File: src/rtl/wdt_pkg.sv
// Package: shared encodings and period arithmetic for the windowed watchdog.
// Assumes period select values 0..7 and a base exponent small enough
// that 2^(BASE_LOG2+10) fits in a 32-bit int.
package wdt_pkg;

    localparam int SEL_W        = 3;
    localparam int NUM_PERIODS  = 8;
    localparam int FIRST_WIN_SEL = 4;
    localparam int LOG2_SPAN    = 10;

    typedef enum logic [1:0] {
        WIN_NONE     = 2'b00,
        WIN_QUARTER  = 2'b01,
        WIN_HALF     = 2'b10,
        WIN_NONE_ALT = 2'b11
    } win_mode_e;

    // Exponent of the period length for a select code.
    function automatic int period_log2(input int base, input int sel);
        return (sel < FIRST_WIN_SEL) ? (base + sel) : (base + 2 * sel - 4);
    endfunction

endpackage

File: src/rtl/wdt_period_decode.sv
// Module: wdt_period_decode
// Turns the period select and window mode into the count values the
// rest of the watchdog compares against: last count before overflow,
// window opening count, flag count and a window-enable bit.
// Assumes the select and mode inputs are stable while the count runs.
module wdt_period_decode
    import wdt_pkg::*;
#(
    parameter int BASE_LOG2 = 3,
    parameter int CNT_W     = BASE_LOG2 + LOG2_SPAN
) (
    input  logic [SEL_W-1:0] period_sel_i,
    input  logic [1:0]       win_mode_i,
    output logic [CNT_W-1:0] last_cnt_o,
    output logic [CNT_W-1:0] open_cnt_o,
    output logic [CNT_W-1:0] irq_cnt_o,
    output logic             win_en_o
);

    localparam logic [CNT_W-1:0] ONE = {{(CNT_W-1){1'b0}}, 1'b1};

    logic [CNT_W-1:0] last_tab    [NUM_PERIODS];
    logic [CNT_W-1:0] quarter_tab [NUM_PERIODS];
    logic [CNT_W-1:0] half_tab    [NUM_PERIODS];
    logic [CNT_W-1:0] irq_tab     [NUM_PERIODS];

    // Constant tables, one entry per select code.
    for (genvar g = 0; g < NUM_PERIODS; g++) begin : g_tab
        localparam int               PL2  = period_log2(BASE_LOG2, g);
        localparam logic [CNT_W-1:0] LAST = CNT_W'((1 << PL2) - 1);
        assign last_tab[g]    = LAST;
        assign quarter_tab[g] = (LAST >> 2) + ONE;
        assign half_tab[g]    = (LAST >> 1) + ONE;
        assign irq_tab[g]     = LAST - (LAST >> 2);
    end

    logic short_period;
    logic mode_windowed;

    // Select the active period values and decide whether the window applies.
    always_comb begin
        short_period  = (int'(period_sel_i) < FIRST_WIN_SEL);
        mode_windowed = (win_mode_i == WIN_QUARTER) || (win_mode_i == WIN_HALF);
        win_en_o      = mode_windowed && !short_period;
        last_cnt_o    = last_tab[period_sel_i];
        irq_cnt_o     = irq_tab[period_sel_i];
        if (!win_en_o) begin
            open_cnt_o = '0;
        end else if (win_mode_i == WIN_QUARTER) begin
            open_cnt_o = quarter_tab[period_sel_i];
        end else begin
            open_cnt_o = half_tab[period_sel_i];
        end
    end

endmodule

File: src/rtl/wdt_tick_counter.sv
// Module: wdt_tick_counter
// Elapsed-tick counter. A restart request wins over a tick in the same
// cycle. The counter wraps to zero after the last count and flags it.
// Assumes tick_i is a single-cycle enable synchronous to clk_i.
module wdt_tick_counter #(
    parameter int CNT_W = 13
) (
    input  logic             clk_i,
    input  logic             rst_ni,
    input  logic             tick_i,
    input  logic             restart_i,
    input  logic [CNT_W-1:0] last_cnt_i,
    output logic [CNT_W-1:0] cnt_o,
    output logic             wrap_o
);

    localparam logic [CNT_W-1:0] ONE = {{(CNT_W-1){1'b0}}, 1'b1};

    logic [CNT_W-1:0] cnt_q;

    // Detect the tick that completes a full period.
    always_comb begin
        wrap_o = tick_i && !restart_i && (cnt_q == last_cnt_i);
    end

    // Advance, wrap or restart the elapsed count.
    always_ff @(posedge clk_i) begin
        if (!rst_ni) begin
            cnt_q <= '0;
        end else if (restart_i || wrap_o) begin
            cnt_q <= '0;
        end else if (tick_i) begin
            cnt_q <= cnt_q + ONE;
        end
    end

    assign cnt_o = cnt_q;

endmodule

File: src/rtl/wdt_clear_judge.sv
// Module: wdt_clear_judge
// Decides whether a clear request falls inside the permitted window and
// produces the one-cycle watchdog reset pulse for an early clear or a
// completed period. Assumes cnt_i is the count before this cycle's update.
module wdt_clear_judge #(
    parameter int CNT_W = 13
) (
    input  logic             clk_i,
    input  logic             rst_ni,
    input  logic             clr_i,
    input  logic             wrap_i,
    input  logic             win_en_i,
    input  logic [CNT_W-1:0] cnt_i,
    input  logic [CNT_W-1:0] open_cnt_i,
    output logic             wdt_rst_o
);

    logic early_clr;
    logic rst_q;

    // A clear is early only when the window applies and has not opened.
    always_comb begin
        early_clr = clr_i && win_en_i && (cnt_i < open_cnt_i);
    end

    // Register the reset pulse for either fault.
    always_ff @(posedge clk_i) begin
        if (!rst_ni) begin
            rst_q <= 1'b0;
        end else begin
            rst_q <= early_clr || wrap_i;
        end
    end

    assign wdt_rst_o = rst_q;

endmodule

File: src/rtl/wdt_irq_flag.sv
// Module: wdt_irq_flag
// Sticky flag raised when a tick brings the count to the flag point.
// Dropped by any clear request or by a period overflow.
// Assumes cnt_i is the count before this cycle's update.
module wdt_irq_flag #(
    parameter int CNT_W = 13
) (
    input  logic             clk_i,
    input  logic             rst_ni,
    input  logic             tick_i,
    input  logic             clr_i,
    input  logic             wrap_i,
    input  logic [CNT_W-1:0] cnt_i,
    input  logic [CNT_W-1:0] irq_cnt_i,
    output logic             irq_o
);

    localparam logic [CNT_W-1:0] ONE = {{(CNT_W-1){1'b0}}, 1'b1};

    logic hit;
    logic flag_q;

    // The counted tick lands exactly on the flag point.
    always_comb begin
        hit = tick_i && !clr_i && !wrap_i && ((cnt_i + ONE) == irq_cnt_i);
    end

    // Hold the flag until a clear or an overflow.
    always_ff @(posedge clk_i) begin
        if (!rst_ni) begin
            flag_q <= 1'b0;
        end else if (clr_i || wrap_i) begin
            flag_q <= 1'b0;
        end else if (hit) begin
            flag_q <= 1'b1;
        end
    end

    assign irq_o = flag_q;

endmodule

File: src/rtl/win_watchdog.sv
// Module: win_watchdog (top)
// Windowed watchdog: period decode, tick counter, clear judge and flag.
// Assumes period_sel_i and win_mode_i change only right after a restart,
// and that every input is synchronous to clk_i.
module win_watchdog
    import wdt_pkg::*;
#(
    parameter int BASE_LOG2 = 3
) (
    input  logic       clk_i,
    input  logic       rst_ni,
    input  logic       tick_i,
    input  logic       clr_req_i,
    input  logic [2:0] period_sel_i,
    input  logic [1:0] win_mode_i,
    output logic       wdt_rst_o,
    output logic       irq_o
);

    localparam int CNT_W = BASE_LOG2 + LOG2_SPAN;

    logic [CNT_W-1:0] last_cnt;
    logic [CNT_W-1:0] open_cnt;
    logic [CNT_W-1:0] irq_cnt;
    logic             win_en;
    logic [CNT_W-1:0] cnt;
    logic             wrap;

    wdt_period_decode #(
        .BASE_LOG2 (BASE_LOG2),
        .CNT_W     (CNT_W)
    ) u_decode (
        .period_sel_i (period_sel_i),
        .win_mode_i   (win_mode_i),
        .last_cnt_o   (last_cnt),
        .open_cnt_o   (open_cnt),
        .irq_cnt_o    (irq_cnt),
        .win_en_o     (win_en)
    );

    wdt_tick_counter #(
        .CNT_W (CNT_W)
    ) u_counter (
        .clk_i      (clk_i),
        .rst_ni     (rst_ni),
        .tick_i     (tick_i),
        .restart_i  (clr_req_i),
        .last_cnt_i (last_cnt),
        .cnt_o      (cnt),
        .wrap_o     (wrap)
    );

    wdt_clear_judge #(
        .CNT_W (CNT_W)
    ) u_judge (
        .clk_i      (clk_i),
        .rst_ni     (rst_ni),
        .clr_i      (clr_req_i),
        .wrap_i     (wrap),
        .win_en_i   (win_en),
        .cnt_i      (cnt),
        .open_cnt_i (open_cnt),
        .wdt_rst_o  (wdt_rst_o)
    );

    wdt_irq_flag #(
        .CNT_W (CNT_W)
    ) u_irq (
        .clk_i     (clk_i),
        .rst_ni    (rst_ni),
        .tick_i    (tick_i),
        .clr_i     (clr_req_i),
        .wrap_i    (wrap),
        .cnt_i     (cnt),
        .irq_cnt_i (irq_cnt),
        .irq_o     (irq_o)
    );

endmodule

File: config.mk
export PLATFORM = sky130hd
export DESIGN_NAME = win_watchdog
export DESIGN_NICKNAME = d
export VERILOG_FILES = /design/src/rtl/wdt_pkg.sv /design/src/rtl/wdt_period_decode.sv /design/src/rtl/wdt_tick_counter.sv /design/src/rtl/wdt_clear_judge.sv /design/src/rtl/wdt_irq_flag.sv /design/src/rtl/win_watchdog.sv
export SDC_FILE = /design/constraint.sdc
export NUM_CORES = 1
export LEC_CHECK = 0
export BUFFER_PORTS_ARGS = -buffer_cell sky130_fd_sc_hd__clkbuf_2
export CAP_MARGIN = 20
export CORE_MARGIN = 2
export CORE_UTILIZATION = 60
export CTS_BUF_LIST = sky130_fd_sc_hd__clkbuf_16
export CTS_CLUSTER_SIZE = 30
export DETAILED_ROUTE_END_ITERATION = 7
export HOLD_SLACK_MARGIN = 0.06
export PLACE_DENSITY = 0.79
export REMOVE_ABC_BUFFERS = 1
export SLEW_MARGIN = 40
export SYNTH_ARGS = -nofsm -noshare
export SYNTH_HDL_FRONTEND = slang
export SYNTH_SLANG_ARGS = --single-unit
File: constraint.sdc
create_clock -name clk_i -period 4.1 [get_ports clk_i]
set_input_delay 0.41 -clock clk_i [delete_from_list [all_inputs] [get_ports clk_i]]
set_output_delay 0.41 -clock clk_i [all_outputs]
set_load 0.05 [all_outputs]
-- Word-level counts from Yosys, hierarchy flattened
Memory sizes are Yosys's and may differ from the RTL's.
Cells that the tools add are included.
- bits in registers: 15
- bits in latches: 0
- RAM bits: 0
- memory bits (read-only): 416
- output and inout port bits: 2
- word-level logic and storage cells: 41
- memories: 4
- add/subtract/negate cells: 1
- multiply operators: 0
- divide/modulo/power cells: 0
- order comparisons: 3
- equal/unequal tests: 4
- shift-type cells: 0
- muxes and demuxes: 10
- bitwise operators: 2
- reductions and logical operators: 14
- memories (name ; words ; bits a word ; read ports ; clocked after Yosys merged registers in ; wr ports ; line ; source):
    (name not given) ; 8 ; 13 ; 1 ; 0 ; 0 ; wdt_period_decode.sv:45 ; last_cnt_o = last_tab[period_sel_i];
    (name not given) ; 8 ; 13 ; 1 ; 0 ; 0 ; wdt_period_decode.sv:46 ; irq_cnt_o = irq_tab[period_sel_i];
    (name not given) ; 8 ; 13 ; 1 ; 0 ; 0 ; wdt_period_decode.sv:50 ; open_cnt_o = quarter_tab[period_sel_i];
    (name not given) ; 8 ; 13 ; 1 ; 0 ; 0 ; wdt_period_decode.sv:52 ; open_cnt_o = half_tab[period_sel_i];
- operators with widths (kind ; count):
    $mux W13 ; 10
    $eq A13 B13 Y1 ; 2
    $add A13 B1 Y13 const B ; 1
    $lt A13 B13 Y1 ; 1
    $logic_and A1 B1 Y1 ; 7
    $ge A4 B4 Y1 const B ; 1
    $not A3 Y4 ; 1
    $logic_not A1 Y1 ; 3
    $logic_or A1 B1 Y1 ; 3
    $lt A3 B3 Y1 const B ; 1
    $eq A2 B1 Y1 const B ; 1
    $eq A2 B2 Y1 const B ; 1
    $reduce_or A2 Y1 ; 1
    $not A1 Y1 ; 1

-- Logic depth before layout (Yosys ltp)
- word-level depth: 9
- depth in mapped cells: 11

-- Cells and area by module
A second synthesis with hierarchy kept.
- cells, all modules: 252
- area total of the unflattened synthesis: 2088.3 sq um
- by module, submodules not included (module ; instances ; cells each ; area each (sq um) ; sequential area each (sq um)):
    wdt_tick_counter ; 1 ; 80 ; 748.2 ; 260.2
    wdt_irq_flag ; 1 ; 73 ; 549.3 ; 20.0
    wdt_period_decode ; 1 ; 53 ; 439.2 ; 0.0
    wdt_clear_judge ; 1 ; 46 ; 351.6 ; 20.0

-- Least setup slack after synthesis
Ideal clock, no wire load.
- kind: input -> register
- start: input port period_sel_i[0]
- end: register u_counter.cnt_q[7] (netlist: u_counter.cnt_o[7])
- library setup time: 0.115 ns
- data arrival time: 2.145 ns
- setup slack: 1.841 ns
- cell stages on the path: 8
- cell sequence: ha_1 > or4_1 > nor2_1 > a21oi_1 > or4b_4 > o21bai_4 > buf_6 > nor2_1
- longest elaborated chain between the ends: 8
- RTL lines (element ; line ; source):
    start, declared ; win_watchdog.sv:14 ; input logic [2:0] period_sel_i,
    $not A3 Y4 (implied by the code) ; wdt_period_decode.sv:45 ;
    $mem_v2 Z8 W13 ; - ;
    $mux W13 (implied by the code) (2 in a row) ; wdt_period_decode.sv:45 ;
    $eq A13 B13 Y1 ; wdt_tick_counter.sv:23 ; wrap_o = tick_i && !restart_i && (cnt_q == last_cnt_i);
    $logic_and A1 B1 Y1 ; wdt_tick_counter.sv:23 ;
    $logic_or A1 B1 Y1 ; wdt_tick_counter.sv:30 ; end else if (restart_i || wrap_o) begin
    $reduce_or A2 Y1 (no line) ; - ;
    end signal, assigned ; wdt_tick_counter.sv:33 ; cnt_q <= cnt_q + ONE;
    end, declared ; wdt_tick_counter.sv:19 ; logic [CNT_W-1:0] cnt_q;
No other way between the ends. The select of a mux whose other input is x is not followed.
A chain may end at the register's enable or synchronous reset.

-- Worst setup path in the final report
- start: input port period_sel_i[1]
- end: register u_irq.flag_q (netlist: u_irq.irq_o)
- longest elaborated chain between the ends: 9
- elaborated cells on any way between the ends: 15
- those cells by class: eq/ne: 2; mux: 4; bitwise: 1; reduce/logical: 6; memory: 2
- RTL lines (element ; line ; source):
    $not A3 Y4 (implied by the code) (*) ; wdt_period_decode.sv:45, wdt_period_decode.sv:46 ;
    $mem_v2 Z8 W13 ; - ;
    $mux W13 (implied by the code) (2 in a row) ; wdt_period_decode.sv:45 ;
    $eq A13 B13 Y1 ; wdt_tick_counter.sv:23 ;
    $logic_and A1 B1 Y1 ; wdt_tick_counter.sv:23 ;
    $logic_not A1 Y1 ; wdt_irq_flag.sv:25 ; hit = tick_i && !clr_i && !wrap_i && ((cnt_i + ONE) == irq_cnt_i);
    $logic_and A1 B1 Y1 (2 in a row) ; wdt_irq_flag.sv:25 ;
    end signal, assigned ; wdt_irq_flag.sv:31 ; flag_q <= 1'b0;
    end signal, assigned ; wdt_irq_flag.sv:33 ; flag_q <= 1'b0;
    end signal, assigned ; wdt_irq_flag.sv:35 ; flag_q <= 1'b1;
    end, declared ; wdt_irq_flag.sv:21 ; logic flag_q;
Every way passes the cells marked *; elsewhere a longest branch is shown, timed or not. The select of a mux whose other input is x is not followed.

==> impl_metrics.json <==
{
  "status": "finished, final reports clean",
  "crit_top_cell": "sky130_fd_sc_hd__a21oi_1",
  "core_region_area_um2": 2760,
  "reg2reg_setup_slack_ns": 1.70,
  "critical_path_class": "input pin to register",
  "top_layer": "met4",
  "average_cell_area_after_synthesis_um2": 7.41,
  "ant_nets": 0,
  "fin_worst_skew_ns": 0.000613,
  "final_nets": 261,
  "post_cts_repair_setup_buffers": 0,
  "netlist-cell-type-count": 49,
  "grt_pass1_wl_mm": 6.80,
  "cells_traversed_along_the_worst_timing_path": "clkbuf_2 -> ha_1 -> or4_1 -> nor2_1 -> a21oi_1 -> or4b_4 -> o21bai_4 -> a21oi_1 -> o21a_1",
  "multi_input_area_um2": 1330,
  "final_area_um2": 1820,
  "synth_seq_cells": 15,
  "timing.critical_path.fanout_max": 14,
  "cts-root-buf": "sky130_fd_sc_hd__clkbuf_16",
  "timing.reg2reg.worst_path_depth": 6,
  "critical_path.top_delay_family": "simple AND/OR/NAND/NOR gates",
  "worst_hold_path_type": "input pin to register",
  "clk_latency_ns": 0.25,
  "ys_async_sr_fraction_pct": 0,
  "grt_max_degree": 24,
  "timing.critical_path.required_ns": 4.24,
  "die_area_um2": 3350,
  "seq_area_um2": 300,
  "residual_drc": 0,
  "ctsHoldBuffers": 0,
  "f_max_mhz": 411,
  "fp-row-count": 19,
  "cts.sink_count": 15,
  "rr_endpoint": "u_irq.irq_o",
  "die_wd_um": 57.9,
  "critical_path_arrival_ns": 2.57,
  "layout_common_cells": "sky130_fd_sc_hd__nor2_1, sky130_fd_sc_hd__nand2_1, sky130_fd_sc_hd__ha_1",
  "timing_worst_slew_pin_value_ns": 0.520,
  "synth_top_cell_by_area": "sky130_fd_sc_hd__dfxtp_1",
  "start_util_pct": 63.1,
  "dpl_cell_area_um2": 1740,
  "crit_path_setup_slack_layout_ns": 1.67,
  "route.met3.wl_um": 219,
  "synth_enable_flop_cells": 0,
  "final_worst_path_cycle_share_pct": 59.4,
  "drt-total-wl_mm": 3.92,
  "tritoncts.num_buffers": 3,
  "total_number_of_vias": 1586,
  "n_antenna_cell": 0,
  "cts.clk_slew.worst_paths_ns": 0.05,
  "initial_drt_markers": 49,
  "yosysSeqAreaShare_pct": 17.3,
  "via_count_of_the_first_global_routing_pass": 1452,
  "setup_tns_ns": 0,
  "post-place-ws_ns": 1.41,
  "power-per-cell-area_nw_per_um2": 217,
  "io_pins": 11,
  "cts-resized-gates": 0,
  "finalSetupViolCount": 0,
  "drt_pass1_iterations": 4,
  "post_layout_total_power_mw": 0.395,
  "p_leak_nw": 0.687,
  "h-tree-depth": 1,
  "critical_path.n_buffers_inverters": 1,
  "most_area_consuming_cells_after_synthesis": "sky130_fd_sc_hd__dfxtp_1, sky130_fd_sc_hd__ha_1, sky130_fd_sc_hd__xnor2_1",
  "layout_overhead_on_the_synthesized_area_pct": 4.60,
  "grt.total_usage_pct": 26.4,
  "max-cap-violations": 0,
  "ys_dominant_reg_cell": "sky130_fd_sc_hd__dfxtp_1",
  "detailroute.wirelength.met2_mm": 1.81,
  "portBuffers": 10,
  "detailed_route_wire_length_on_metal_1_mm": 1.88,
  "global_route.overflow_total": 0,
  "tritoncts": "done",
  "timing.hold.worst.start": "clr_req_i",
  "hold_path_depth": 3,
  "post-route-min-period_ns": 2.43,
  "mappedNetlistArea_um2": 1740,
  "final_common_cell": "sky130_fd_sc_hd__nor2_1",
  "grt_antenna_before_repair": 0,
  "slowest_stage": "sky130_fd_sc_hd__or4b_4",
  "layout-drive-gt1-share_pct": 6.90,
  "worstHoldEndpoint": "u_judge.wdt_rst_o",
  "weighted_congestion_reported_at_the_end_of_routability_driven_placement": 0.906,
  "finalHoldViolCount": 0,
  "postSynthCellCount": 235,
  "wl_per_cell_um": 14.9,
  "rsz0062_at_grt": "false",
  "dieHeight_um": 57.9,
  "critical_path.endpoint_type": "register",
  "power.ir.vdd_worst_v": 0.000408,
  "largest_stage_delay_worst_path_ns": 0.58,
  "number_of_buffers_on_the_longest_clock_path": 2,
  "filler_cell_count": 261,
  "post-synth-top-area-fraction_pct": 17.3,
  "detailed_place_hpwl_mm": 2.85,
  "maxSlewHeadroom_pct": 65.3,
  "avgViaCountPerCell": 6.03,
  "startpoint_type": "input pin",
  "max_slew_violation_count": 0,
  "synth-warning-count": 0,
  "rr_startpoint": "u_counter.cnt_o[0]"
}
-- registers in the layout (all words and copies together) (netlist names) --
| register | count |
|---|---|
| u_judge.wdt_rst_o | 1 |
| u_irq.irq_o | 1 |
| u_counter.cnt_o | 13 |
-- final cells by class --
| type | instances | share of cell area (%) |
|---|---|---|
| timing repair buffer | 10 | 2.75 |
| tap | 31 | 2.13 |
| clock inverter | 1 | 0.206 |
| clock buffer | 3 | 4.12 |
| multi-input combinational | 197 | 73.1 |
| inverter | 6 | 1.24 |
| sequential | 15 | 16.5 |
-- tightest hold or removal path, cell delays in order --
cell                       delay, ns
sky130_fd_sc_hd__clkbuf_2       0.12
sky130_fd_sc_hd__nand3_1        0.07
sky130_fd_sc_hd__o32ai_1        0.07
-- worst max path at each step --
stage,slack [ns],start,endpoint,depth (start not counted)
after CTS,1.65,period_sel_i[1],u_irq.irq_o,9
after detailed placement,1.41,period_sel_i[1],u_irq.irq_o,9
after global placement,1.45,period_sel_i[1],u_irq.irq_o,9
after floorplan,1.76,period_sel_i[0],u_irq.irq_o,8
final,1.67,period_sel_i[1],u_irq.irq_o,9
after global routing,1.46,u_counter.cnt_o[0],u_irq.irq_o,6
-- through the flow --
stage / util [%] / hold WS (ns) / cells
4_1_cts: 66.0 / 0.479 / 263
5_1_grt: 66.0 / 0.508 / 263
6_report: 66.0 / 0.477 / 263
3_3_place_gp: 63.2 / 0.475 / 259
2_1_floorplan: - / 0.502 / 218
3_5_place_dp: 63.2 / 0.484 / 259
-- synth_stat cells (3+ instances only) --
master	instances
sky130_fd_sc_hd__and2_1	5
sky130_fd_sc_hd__nand3_1	11
sky130_fd_sc_hd__mux2i_1	4
sky130_fd_sc_hd__nor2_1	27
sky130_fd_sc_hd__nor3_1	5
sky130_fd_sc_hd__nor4_1	4
sky130_fd_sc_hd__a21oi_1	14
sky130_fd_sc_hd__and3_1	4
sky130_fd_sc_hd__nand2b_1	4
sky130_fd_sc_hd__o31ai_1	4
sky130_fd_sc_hd__nor2b_1	6
sky130_fd_sc_hd__o311ai_0	3
sky130_fd_sc_hd__ha_1	19
sky130_fd_sc_hd__inv_1	6
sky130_fd_sc_hd__o21ai_0	6
sky130_fd_sc_hd__nand4_1	8
sky130_fd_sc_hd__nand2_1	21
sky130_fd_sc_hd__xnor2_1	15
sky130_fd_sc_hd__dfxtp_1	15
sky130_fd_sc_hd__xor2_1	9
sky130_fd_sc_hd__clkbuf_1	11
-- cell families after synthesis --
kind of cell / after synthesis / share of synthesized area [%]
buffers and inverters: 25 / 6.76
XOR/XNOR: 24 / 12.1
AND/OR/NAND/NOR: 106 / 31.3
AO/OA/AOI/OAI: 41 / 16.4
multiplexers: 4 / 2.30
adder cells (fa/ha/maj): 19 / 13.7
flip-flops: 15 / 17.3
other: 1 / 0.215
-- report_power, final --
| part | internal [mW] | total, mW | switching (mW) |
|---|---|---|---|
| clock network | 0.129 | 0.187 | 0.0581 |
| logic | 0.0244 | 0.0598 | 0.0354 |
| registers | 0.147 | 0.148 | 0.000984 |
-- layer usage --
layer,GRT usage (%),vias up
li1,-,832
met1,36.5,718
met2,43.5,34
met3,6.03,2
met4,2.99,0
met5,0,-
No activity file was read; power rests on OpenSTA's default activity.
